==> config.mk <==
export PLATFORM = sky130hd
export DESIGN_NAME = bank_xlate
export DESIGN_NICKNAME = d
export VERILOG_FILES = /design/src/rtl/bank_xlate.sv
export SDC_FILE = /design/constraint.sdc
export NUM_CORES = 1
export LEC_CHECK = 0
export CORE_MARGIN = 2
export CORE_UTILIZATION = 49
export DETAILED_ROUTE_END_ITERATION = 16
export DONT_BUFFER_PORTS = 1
export PLACE_DENSITY_LB_ADDON = 0.3
export SLEW_MARGIN = 20
export SYNTH_ARGS = -nofsm -noshare
export SYNTH_HDL_FRONTEND = slang
export SYNTH_SLANG_ARGS = --single-unit
export TNS_END_PERCENT = 20
==> constraint.sdc <==
create_clock -name clk -period 14.7 [get_ports clk]
set_input_delay 2.94 -clock clk [delete_from_list [all_inputs] [get_ports clk]]
set_output_delay 2.94 -clock clk [all_outputs]
set_load 0.05 [all_outputs]
==> src/rtl/bank_xlate.sv <==
module bank_xlate #(
  parameter int COORD_W   = 16,
  parameter int BPP_W     = 3,
  parameter int BANKREG_W = 16,
  parameter int MEM_BANKS = 128,
  parameter logic [19:0] WIN_BASE = 20'hA0000,
  localparam int OFF_W  = 2*COORD_W + BPP_W + 1,
  localparam int BANK_W = OFF_W - 16,
  localparam int LIN_W  = BANKREG_W + 16
) (
  input  logic               clk,
  input  logic               rst_n,
  input  logic               px_valid,
  input  logic [COORD_W-1:0] px_x,
  input  logic [COORD_W-1:0] px_y,
  input  logic [COORD_W-1:0] px_hres,
  input  logic [BPP_W-1:0]   px_bpp,
  output logic               px_out_valid,
  output logic [OFF_W-1:0]   px_byte_off,
  output logic [BANK_W-1:0]  px_bank,
  output logic [15:0]        px_inbank,
  output logic               px_oor,
  input  logic               cpu_valid,
  input  logic [19:0]        cpu_addr,
  input  logic [BANKREG_W-1:0] cpu_bank,
  output logic               cpu_out_valid,
  output logic               cpu_hit,
  output logic               cpu_oor,
  output logic [LIN_W-1:0]   cpu_lin_addr
);

  logic             v1_q;
  logic [OFF_W-1:0] off1_q;
  logic [OFF_W-1:0] pix_lin;

  assign pix_lin = OFF_W'(px_y) * OFF_W'(px_hres) + OFF_W'(px_x);

  always_ff @(posedge clk) begin
    if (!rst_n) begin
      v1_q         <= 1'b0;
      px_out_valid <= 1'b0;
    end else begin
      v1_q         <= px_valid;
      px_out_valid <= v1_q;
    end
  end

  always_ff @(posedge clk) begin
    if (px_valid) off1_q <= pix_lin * OFF_W'(px_bpp);
    if (v1_q) begin
      px_byte_off <= off1_q;
      px_bank     <= off1_q[OFF_W-1:16];
      px_inbank   <= off1_q[15:0];
      px_oor      <= off1_q[OFF_W-1:16] >= BANK_W'(MEM_BANKS);
    end
  end

  logic in_win, bank_big;
  assign in_win   = cpu_addr[19:16] == WIN_BASE[19:16];
  assign bank_big = cpu_bank >= BANKREG_W'(MEM_BANKS);

  always_ff @(posedge clk) begin
    if (!rst_n) begin
      cpu_out_valid <= 1'b0;
      cpu_hit       <= 1'b0;
      cpu_oor       <= 1'b0;
    end else begin
      cpu_out_valid <= cpu_valid;
      if (cpu_valid) begin
        cpu_hit <= in_win && !bank_big;
        cpu_oor <= in_win && bank_big;
      end
    end
  end

  always_ff @(posedge clk)
    if (cpu_valid) cpu_lin_addr <= {cpu_bank, cpu_addr[15:0]};

endmodule

After elaboration in Yosys (flattened, before gate mapping)
Cells that the tools add are included.

Magnitude comparators: 2. Eq/ne operators: 1. Add/sub/neg operators: 1. Reductions and logical operators: 3. Multipliers: 2.

Operator list (number): $mul A33 B3 Y36 (1); $add A32 B16 Y33 (1); $mul A16 B16 Y32 (1); $ge A20 B8 Y1 const B (1); $ge A16 B8 Y1 const B (1); $eq A4 B4 Y1 const B (1); $logic_and A1 B1 Y1 (2); $logic_not A1 Y1 (1).

Bits in registers: 146. Bits of input ports: 91. Output and inout port bits: 109.

Depth between registers and ports, before layout
Gate-level depths: netlist of the first run.

Word-level depth: 3. Depth in mapped cells: 34. Depth with buffers taken out: 31.

Worst setup path after synthesis of the first run
OpenSTA, ideal clock, no wires.

Path type: input port to flip-flop. Start: input px_y[7]. End: register off1_q[32], data pin. Stages on the path: 30. Setup slack: 4310 ps. Data arrival time: 10125 ps. Required time: 14435 ps. Library setup time: 265 ps. Path through: clkbuf_1 -> nand2_1 -> fa_1 -> inv_1 -> fa_1 -> inv_1 -> fa_1 -> inv_1 -> fa_1 -> fa_1 -> inv_1 -> fa_1 -> inv_1 -> ha_1 -> nand4_1 -> nor2_1 -> nand3_2 -> a311oi_4 -> nor2b_1 -> xnor2_1 -> nand2_1 -> fa_1 -> inv_1 -> ha_1 -> a21oi_1 -> o21ai_0 -> a2111o_1 -> o211ai_1 -> a22oi_1 -> xor2_1.

Word-level cells in the longest chain between the ends: 3.

Ends and longest elaborated chain: start: declaration (RTL line 15) `input logic [COORD_W-1:0] px_y,`; $mul A16 B16 Y32 (RTL line 36) `assign pix_lin = OFF_W'(px_y) * OFF_W'(px_hres) + OFF_W'(px_x);`; $add A32 B16 Y33 (RTL line 36); $mul A33 B3 Y36 (RTL line 49) `if (px_valid) off1_q <= pix_lin * OFF_W'(px_bpp);`; end signal: assignment (RTL line 49); end: declaration (RTL line 33) `logic [OFF_W-1:0] off1_q;`.

Every way passes these cells. A chain may end at the register's enable or synchronous reset.

Final worst setup path of the first run
Start: input px_y[9]. End: register off1_q[32], data pin.

Same word-level chain as after synthesis.

==> results of run 1 <==
metal layers:
metal  track usage (%)  part of all wire [%]  vias up
met5                 0                     0        -
met2              37.1                    49      306
li1                  -                     -     5144
met4              3.81                   1.1        0
met1              29.2                    45     5385
met3              2.83                   4.4       29
worst max-delay path, delay by kind of cell:
family | cells | cell delay, ns
adder cells (fa/ha/maj) | 9 | 3.86
AO/OA/AOI/OAI | 8 | 1.88
AND/OR/NAND/NOR | 5 | 1.13
XOR/XNOR | 2 | 0.54
buffers and inverters | 5 | 0.26
cell usage after synthesis (2+ instances only):
library cell  number
inv_1            344
nand2_1          277
fa_1             243
ha_1             145
and2_1           136
edfxtp_1         105
a21oi_1           53
clkbuf_1          49
nor2_1            37
xnor2_1           37
buf_4             36
o21ai_0           32
a21o_1            20
xor2_1            19
nand3_1           15
nand2b_1          13
nand4_1           11
a31oi_1            9
nor3_1             9
o211ai_1           9
and3_1             7
o21a_1             7
o21ai_1            7
buf_2              6
dfxtp_1            5
o21bai_1           5
a211o_1            4
nor4_1             4
a21boi_0           3
a221o_1            3
a221oi_1           3
a41oi_1            3
o2111ai_1          3
a211oi_1           2
a211oi_2           2
a21oi_2            2
nor2b_1            2
o211a_1            2
o21ba_2            2
o22ai_1            2
or2_2              2
or3_1              2
path summary, 6_finish.rpt:
path,start,endpoint,slack [ns],cells past startpoint
max,px_y[9],off1_q[32]$_DFFE_PP_,4.18,29
min,off1_q[15]$_DFFE_PP_,px_byte_off[15]$_DFFE_PP_,0.42,0
max reg2reg,off1_q[35]$_DFFE_PP_,px_oor$_DFFE_PP_,13.58,2
min reg2reg,off1_q[15]$_DFFE_PP_,px_byte_off[15]$_DFFE_PP_,0.42,0
cells by family (layout without fill, tap and decap cells):
kind of cell             Yosys count  after routing
AND/OR/NAND/NOR                  519            519
buffers and inverters            436            361
adder cells (fa/ha/maj)          388            388
AO/OA/AOI/OAI                    192            192
flip-flops                       110            110
XOR/XNOR                          56             56
multiplexers                       2              2
area by class of cell:
cell class / instances / area (um2)
clock buffer: 11 / 254
clock inverter: 5 / 51.3
fill: 3069 / 16000
inverter: 344 / 1290
multi-input combinational: 1157 / 11000
sequential: 110 / 3250
tap: 442 / 553
timing repair buffer: 1 / 7.51
stage by stage:
step / cell area [um2] / setup WS (ns) / cells
after floorplan: 16000 / 4.31 / 1703
after global placement: 16100 / 3.87 / 2054
after detailed placement: 16100 / 3.83 / 2054
after CTS: 16400 / 4.18 / 2070
after global routing: 16400 / 3.65 / 2070
final: 16400 / 4.18 / 2070
sequential cells by signal, summed over array words and instances, names as in the netlist:
signal and cells:
cpu_hit 1, cpu_lin_addr 32, cpu_oor 1, cpu_out_valid 1
off1_q 36, px_byte_off 36, px_oor 1, px_out_valid 1
v1_q 1
layout by cell type (no fill, tap or decap), types with 9 or more instances in the layout:
master | synthesis | layout
xnor2_1 | 37 | 37
clkbuf_16 | 0 | 10
inv_1 | 344 | 344
ha_1 | 145 | 145
a21o_1 | 20 | 20
xor2_1 | 19 | 19
fa_1 | 243 | 243
and2_1 | 136 | 136
a21oi_1 | 53 | 53
o211ai_1 | 9 | 9
nand4_1 | 11 | 11
nor2_1 | 37 | 37
edfxtp_1 | 105 | 105
nand2b_1 | 13 | 13
o21ai_0 | 32 | 32
nand2_1 | 277 | 277
a31oi_1 | 9 | 9
nor3_1 | 9 | 9
nand3_1 | 15 | 15
==> flow_metrics.py, run 1 <==
metrics = {
    "timing": {
        "min_period_over_period_pct": 71.6,
        "relSlewSlack_pct": 36.7,
        "grt_setup_unrepaired": "false",
        "finalMaxSlewViolations": 0,
        "hold-worst-slack_ns": 0.416,
        "fin_skew_ns": 0.0108,
        "setup_tns_ns": 0,
        "period_minus_slack_ns": 10.52,
        "setup_violations": 0,
        "max_freq_mhz": 95.1,
        "worstMarginPinSlew_ns": 0.951,
        "hold_viol_final": 0,
    },
    "floorplan": {
        "dieArea_um2": 34100,
        "fp.dieH_um": 185,
        "dieWidth_um": 185,
        "coreArea_um2": 32400,
        "ios": 200,
        "row_count": 66,
        "start_util_pct": 49.4,
    },
    "yosys": {
        "netlist_area_um2": 16000,
        "syn-num-nets": 2182,
        "synth-seq-cells": 110,
        "ys_seq_area_share_pct": 20.3,
        "synth_top_family_by_area": "adder cells",
        "yosysTopAreaCellShare_pct": 30.4,
        "synth.avg_cell_area_um2": 9.39,
        "synth_area_leaders": "fa_1 30%, edfxtp_1 20%, ha_1 11%, inv_1 8.1%, nand2_1 6.5%",
        "synth-simple-area-share_pct": 15.2,
        "synth_compound_area_share_pct": 8.31,
        "synth_edf_count": 105,
        "synth-adder-area-share_pct": 41.8,
        "synth.distinct_cells": 68,
        "yosysTopAreaCell": "fa_1",
        "synth.area.mux_share_pct": 0.133,
        "yosysWarningCount": 0,
        "synthXorXnorAreaFrac_pct": 3.07,
        "synthFlopType": "edfxtp_1",
        "async_flop_share_pct": 0,
        "netlist_instances": 1703,
    },
    "setup_path": {
        "cpMostUsedCell": "fa_1",
        "crit_arrival_ns": 10.61,
        "start_kind": "input port",
        "crit_slowest_cell": "fa_1",
        "slowest_delay_ns": 0.54,
        "worstSetupPathType": "in -> reg",
        "worstPathRequired_ns": 14.79,
        "end_kind": "register",
        "crit_path_max_fanout": 16,
    },
    "cells_and_area": {
        "syn_to_final_growth_pct": 2.36,
        "fin_util_pct": 50.6,
        "drive_above_1_share_pct": 2.15,
        "nNetsFinal": 2102,
        "insertedDiodeCount": 0,
    },
    "global_routing": {
        "grt_max_degree": 38,
        "grt.overflow.total": 0,
        "antenna_found_initial": 0,
        "grt_pass1_wl_um": 58000,
        "grt.total_usage_pct": 21.4,
        "grt_pass1_vias": 11241,
    },
    "clock_network": {
        "cts_setup_buffers": 0,
        "cts_root_buf": "clkbuf_16",
        "htreeDepth": 3,
        "cts_resized": 0,
        "cts_buffers": 9,
        "clk_latency_ns": 0.34,
        "path_clk_slew_ns": 0.08,
        "cts_tree": "done",
        "clk_path_buf_depth": 2,
        "clkSinkCount": 110,
        "hold_buffers": 0,
    },
    "detailed_routing": {
        "drc": 0,
        "routedWlPerCell_um": 16.9,
        "drtAntennaViolNets": 0,
        "routed_wirelength_um": 34900,
        "viasPerCell": 5.25,
        "vias": 10864,
        "drtPass1Iterations": 5,
        "drtIter0Drc": 592,
    },
    "place": {
        "dp_hpwl_um": 29300,
        "port-buffer-count": 0,
        "finalWeightedCongestion": 0.909,
    },
    "run_status": {
        "status": "finished, final reports clean",
    },
    "flow_run": {
        "cap_violations": 0,
    },
    "hold_path": {
        "hold_class": "reg -> reg",
    },
}
Power of run 1 is left out: the tool's default activity adds up to more than one toggle a clock period on the data nets, which glitch-free logic cannot reach.
==> run 2, diff against run 1 <==
- clock period: 14.7 -> 8.6 ns (I/O delays scaled with it)
==> run 2 against run 1 <==
  * Register-to-register slack got worse by 6.1 ns
  * Non-clock buffer count rose by 157
  * Count of clock-buffer cells in the layout fell by 2
  * Routed wire length rose by 1.7%
  * Global-route usage fell by 0.21 points
  * Setup slack got worse by 4.1 ns
  * Cell area rose by 13%
  * Clock skew fell by 0.0018 ns
  * Via count rose by 4.5%
  * Cell count rose by 7.6%
  * Flip-flop and latch count did not move
  * Critical path depth fell by 3
  * Critical path type unchanged
  * Critical endpoint unchanged
==> flow_metrics.py, run 2 (synthesized netlist as in run 1, its figures left out) <==
metrics = {
    "run_status": {
        "status": "finished, final reports clean",
    },
    "global_routing": {
        "grt_pass1_vias": 11860,
        "grt_max_degree": 38,
        "grt.total_usage_pct": 21.2,
        "grt.overflow.total": 0,
        "antenna_found_initial": 0,
        "grt_pass1_wl_um": 58600,
    },
    "cells_and_area": {
        "final_common_cell": "inv_1",
        "syn_to_final_growth_pct": 15.5,
        "top_regs": "off1_q x36, px_byte_off x36, cpu_lin_addr x32",
        "fin_cells": 2227,
        "nNetsFinal": 2259,
        "layout_common_cells": "326 x inv_1, 265 x nand2_1, 238 x fa_1",
        "drive_above_1_share_pct": 18.7,
        "insertedDiodeCount": 0,
    },
    "detailed_routing": {
        "drtAntennaViolNets": 0,
        "viasPerCell": 5.10,
        "routed_wirelength_um": 35500,
        "drtIter0Drc": 763,
        "drc": 0,
        "routedWlPerCell_um": 15.9,
        "drtPass1Iterations": 5,
        "vias": 11348,
    },
    "timing": {
        "finalMaxSlewViolations": 0,
        "hold_viol_final": 0,
        "period_minus_slack_ns": 8.51,
        "grt_setup_unrepaired": "true",
        "setup_violations": 0,
        "worstMarginPinSlew_ns": 0.907,
        "worst_slack_ns": 0.0914,
        "fin_skew_ns": 0.00906,
        "relSlewSlack_pct": 39.7,
        "max_freq_mhz": 118,
        "setup_tns_ns": 0,
        "min_period_over_period_pct": 98.9,
        "hold-worst-slack_ns": 0.421,
    },
    "place": {
        "dp.cells": 2198,
        "finalWeightedCongestion": 0.872,
        "dp_slack_ns": -0.519,
        "port-buffer-count": 0,
        "dp_hpwl_um": 28500,
    },
    "setup_path": {
        "crit_buf_inv": 4,
        "end_kind": "register",
        "start_kind": "input port",
        "crit_slowest_cell": "fa_1",
        "cpMostUsedCell": "fa_1",
        "worst_path_dominant_cell_family": "adder cells",
        "r2r-end": "px_oor$_DFFE_PP_",
        "worstPathRequired_ns": 8.70,
        "r2r_cells": 2,
        "r2r-start": "off1_q[35]$_DFFE_PP_",
        "r2r_slack_ns": 7.52,
        "crit_arrival_ns": 8.61,
        "crit_path_max_fanout": 16,
        "slowest_delay_ns": 0.54,
        "worstSetupPathType": "in -> reg",
    },
    "hold_path": {
        "hold_class": "reg -> reg",
        "holdPathStages": 0,
        "min_to": "px_byte_off[22]$_DFFE_PP_",
        "min_from": "off1_q[22]$_DFFE_PP_",
    },
    "floorplan": {
        "dieArea_um2": 34100,
        "dieWidth_um": 185,
        "ios": 200,
        "row_count": 66,
        "coreArea_um2": 32400,
        "fp.dieH_um": 185,
        "start_util_pct": 49.4,
    },
    "clock_network": {
        "hold_buffers": 0,
        "clk_latency_ns": 0.34,
        "cts_buffers": 9,
        "cts_root_buf": "clkbuf_16",
        "htreeDepth": 3,
        "clkSinkCount": 110,
        "cts_tree": "done",
        "path_clk_slew_ns": 0.08,
        "clk_path_buf_depth": 2,
    },
    "flow_run": {
        "cap_violations": 0,
    },
}
-- run 2: cell types whose count changed in the layout (fill, tap and decap cells not counted), moves of 15 or more --
cell | previous run | this run
ha_4 | 0 | 26
a21oi_1 | 53 | 29
ha_1 | 145 | 116
buf_4 | 1 | 154
o21ai_0 | 32 | 17
a21oi_2 | 2 | 20
inv_2 | 0 | 18
inv_1 | 344 | 326
-- run 2: repair_timing --
item	CTS	global route
buffers inserted	2	12
setup endpoints to repair	12	15
pin swaps	8	135
gates resized for setup	17	122
-- run 2: cell type report --
class	instances	area (um2)
multi-input cells	1157	11800
well taps	442	553
clock inverters	7	96.3
fillers	2837	13900
repair buffers	158	1200
flip-flops and latches	110	3250
clock buffers	9	225
inverters	344	1290
-- run 2: per-layer routing --
metal  wire (um)  part of all wire (%)  vias to the layer above  GRT usage (%)
met4         418                   1.2                        0           3.52
met5           0                     0                        -              0
met2       16600                    47                      364           35.0
li1            -                     -                     5443              -
met3        2270                   6.4                       35           3.79
met1       16200                    46                     5506           29.8
-- run 2: worst max-delay path by stage --
stage	from	endpoint	cells past startpoint
2_1_floorplan	px_y[7]	off1_q[33]$_DFFE_PP_	30
3_3_place_gp	px_y[11]	off1_q[30]$_DFFE_PP_	28
3_5_place_dp	px_hres[10]	off1_q[35]$_DFFE_PP_	29
4_1_cts	px_y[13]	off1_q[35]$_DFFE_PP_	29
5_1_grt	px_hres[3]	off1_q[32]$_DFFE_PP_	30
6_report	px_y[4]	off1_q[32]$_DFFE_PP_	26
-- run 2: stage by stage --
| step | area [um2] | utilization, % |
|---|---|---|
| CTS | 17800 | 54.9 |
| finish | 18500 | 57.0 |
| global placement | 17300 | 53.5 |
| floorplan | 16300 | - |
| detailed placement | 17300 | 53.5 |
| global route | 18500 | 57.0 |
Power of run 2 is left out for the same reason.
==> run 3, diff against run 2 <==
- clock period: 8.6 -> 10.95 ns (I/O delays scaled with it)
==> run 3 against run 2 <==
  * Global-route usage is 0.55 points higher
  * Setup slack improved by 1.0 ns
  * Critical path depth up 1
  * Clock skew increased by 0.0081 ns
  * First-iteration DRC count decreased by 20%
  * Die area did not move
==> flow_metrics.py, run 3 (synthesized netlist as in run 1, its figures left out) <==
metrics = {
    "run_status": {
        "status": "finished, final reports clean",
    },
    "setup_path": {
        "end_kind": "register",
        "worst_path_dominant_cell_family": "adder cells",
        "start_kind": "input port",
        "crit_arrival_ns": 9.93,
        "worstSetupPathType": "in -> reg",
        "crit_buf_inv": 5,
        "crit_slowest_cell": "fa_1",
        "cpMostUsedCell": "fa_1",
        "crit_path_max_fanout": 16,
        "worstPathRequired_ns": 11.05,
        "slowest_delay_ns": 0.56,
    },
    "flow_run": {
        "cap_violations": 0,
    },
    "cells_and_area": {
        "nNetsFinal": 2102,
        "top_regs": "off1_q x36, px_byte_off x36, cpu_lin_addr x32",
        "layout_common_cells": "344 x inv_1, 277 x nand2_1, 243 x fa_1",
        "syn_to_final_growth_pct": 2.28,
        "insertedDiodeCount": 0,
        "drive_above_1_share_pct": 2.15,
        "fin_cells": 2070,
        "nFillCells": 3064,
        "stdcell_area_um2": 16400,
        "final_common_cell": "inv_1",
    },
    "detailed_routing": {
        "routedWlPerCell_um": 17.2,
        "viasPerCell": 5.27,
        "drtIter0Drc": 607,
        "drtPass1Iterations": 7,
        "vias": 10901,
        "drc": 0,
        "routed_wirelength_um": 35600,
        "drtAntennaViolNets": 0,
    },
    "timing": {
        "min_period_over_period_pct": 89.8,
        "worstMarginPinSlew_ns": 0.933,
        "fin_skew_ns": 0.0171,
        "period_minus_slack_ns": 9.84,
        "hold_viol_final": 0,
        "finalMaxSlewViolations": 0,
        "grt_setup_unrepaired": "false",
        "max_freq_mhz": 102,
        "relSlewSlack_pct": 37.9,
        "setup_violations": 0,
        "worst_slack_ns": 1.11,
        "setup_tns_ns": 0,
    },
    "clock_network": {
        "cts_buffers": 9,
        "clk_latency_ns": 0.35,
        "cts_root_buf": "clkbuf_16",
        "cts_tree": "done",
        "path_clk_slew_ns": 0.07,
        "clkSinkCount": 110,
        "hold_buffers": 0,
        "clk_path_buf_depth": 2,
        "htreeDepth": 3,
        "cts_resized": 0,
        "cts_setup_buffers": 0,
    },
    "global_routing": {
        "grt.total_usage_pct": 21.8,
        "grt_pass1_vias": 11276,
        "grt.overflow.total": 0,
        "grt_pass1_wl_um": 58400,
        "antenna_found_initial": 0,
        "grt_max_degree": 38,
    },
    "place": {
        "dp.cells": 2054,
        "place_area_um2": 16100,
        "port-buffer-count": 0,
        "finalWeightedCongestion": 0.912,
        "dp_hpwl_um": 29900,
        "dp_slack_ns": 0.792,
    },
    "floorplan": {
        "row_count": 66,
        "coreArea_um2": 32400,
        "fp.dieH_um": 185,
        "dieArea_um2": 34100,
        "dieWidth_um": 185,
        "ios": 200,
        "start_util_pct": 49.4,
    },
    "hold_path": {
        "hold_class": "reg -> reg",
    },
}
==> run 3: changes by cell type in the layout (fill, tap and decap cells not counted), sizes merged <==
cell	previous run	this run
buf	158	1
clkinvlp	0	1
clkbuf	9	10
inv	350	347
clkinv	1	2
==> run 3: worst register-to-register path: stages (launching register included) <==
cell and delay, ns:
edfxtp_1 0.40, nor4_1 0.38, nand4_1 0.12
==> run 3: routing by layer <==
layer / up-vias / track usage, % / wire length (um)
li1: 5134 / - / -
met1: 5317 / 29.0 / 15500
met2: 383 / 36.3 / 17100
met3: 67 / 3.04 / 1750
met4: 0 / 8.10 / 1200
met5: - / 0 / 0
==> run 3: final timing paths <==
kind                            slack, ns                         to  cells after the start                  from
worst max-delay path                 1.11       off1_q[32]$_DFFE_PP_                     27              px_y[11]
worst min-delay path                 0.41  px_byte_off[13]$_DFFE_PP_                      0  off1_q[13]$_DFFE_PP_
worst max register to register       9.78           px_oor$_DFFE_PP_                      2  off1_q[35]$_DFFE_PP_
worst min register to register       0.41  px_byte_off[13]$_DFFE_PP_                      0  off1_q[13]$_DFFE_PP_
==> run 3: area by class of cell <==
cell class / count / area [um2] / area share (%)
repair buffers: 1 / 7.51 / 0.0459
well taps: 442 / 553 / 3.38
clock inverters: 6 / 63.8 / 0.390
clock buffers: 10 / 229 / 1.40
multi-input cells: 1157 / 11000 / 67.0
inverters: 344 / 1290 / 7.89
flip-flops and latches: 110 / 3250 / 19.9
==> run 3: stage by stage <==
step | utilization (%) | hold slack [ns]
after floorplan | - | 0.400
after global placement | 49.6 | 0.402
after detailed placement | 49.6 | 0.405
after CTS | 50.5 | 0.414
after global routing | 50.5 | 0.420
final | 50.5 | 0.412
Power of run 3 is left out for the same reason.
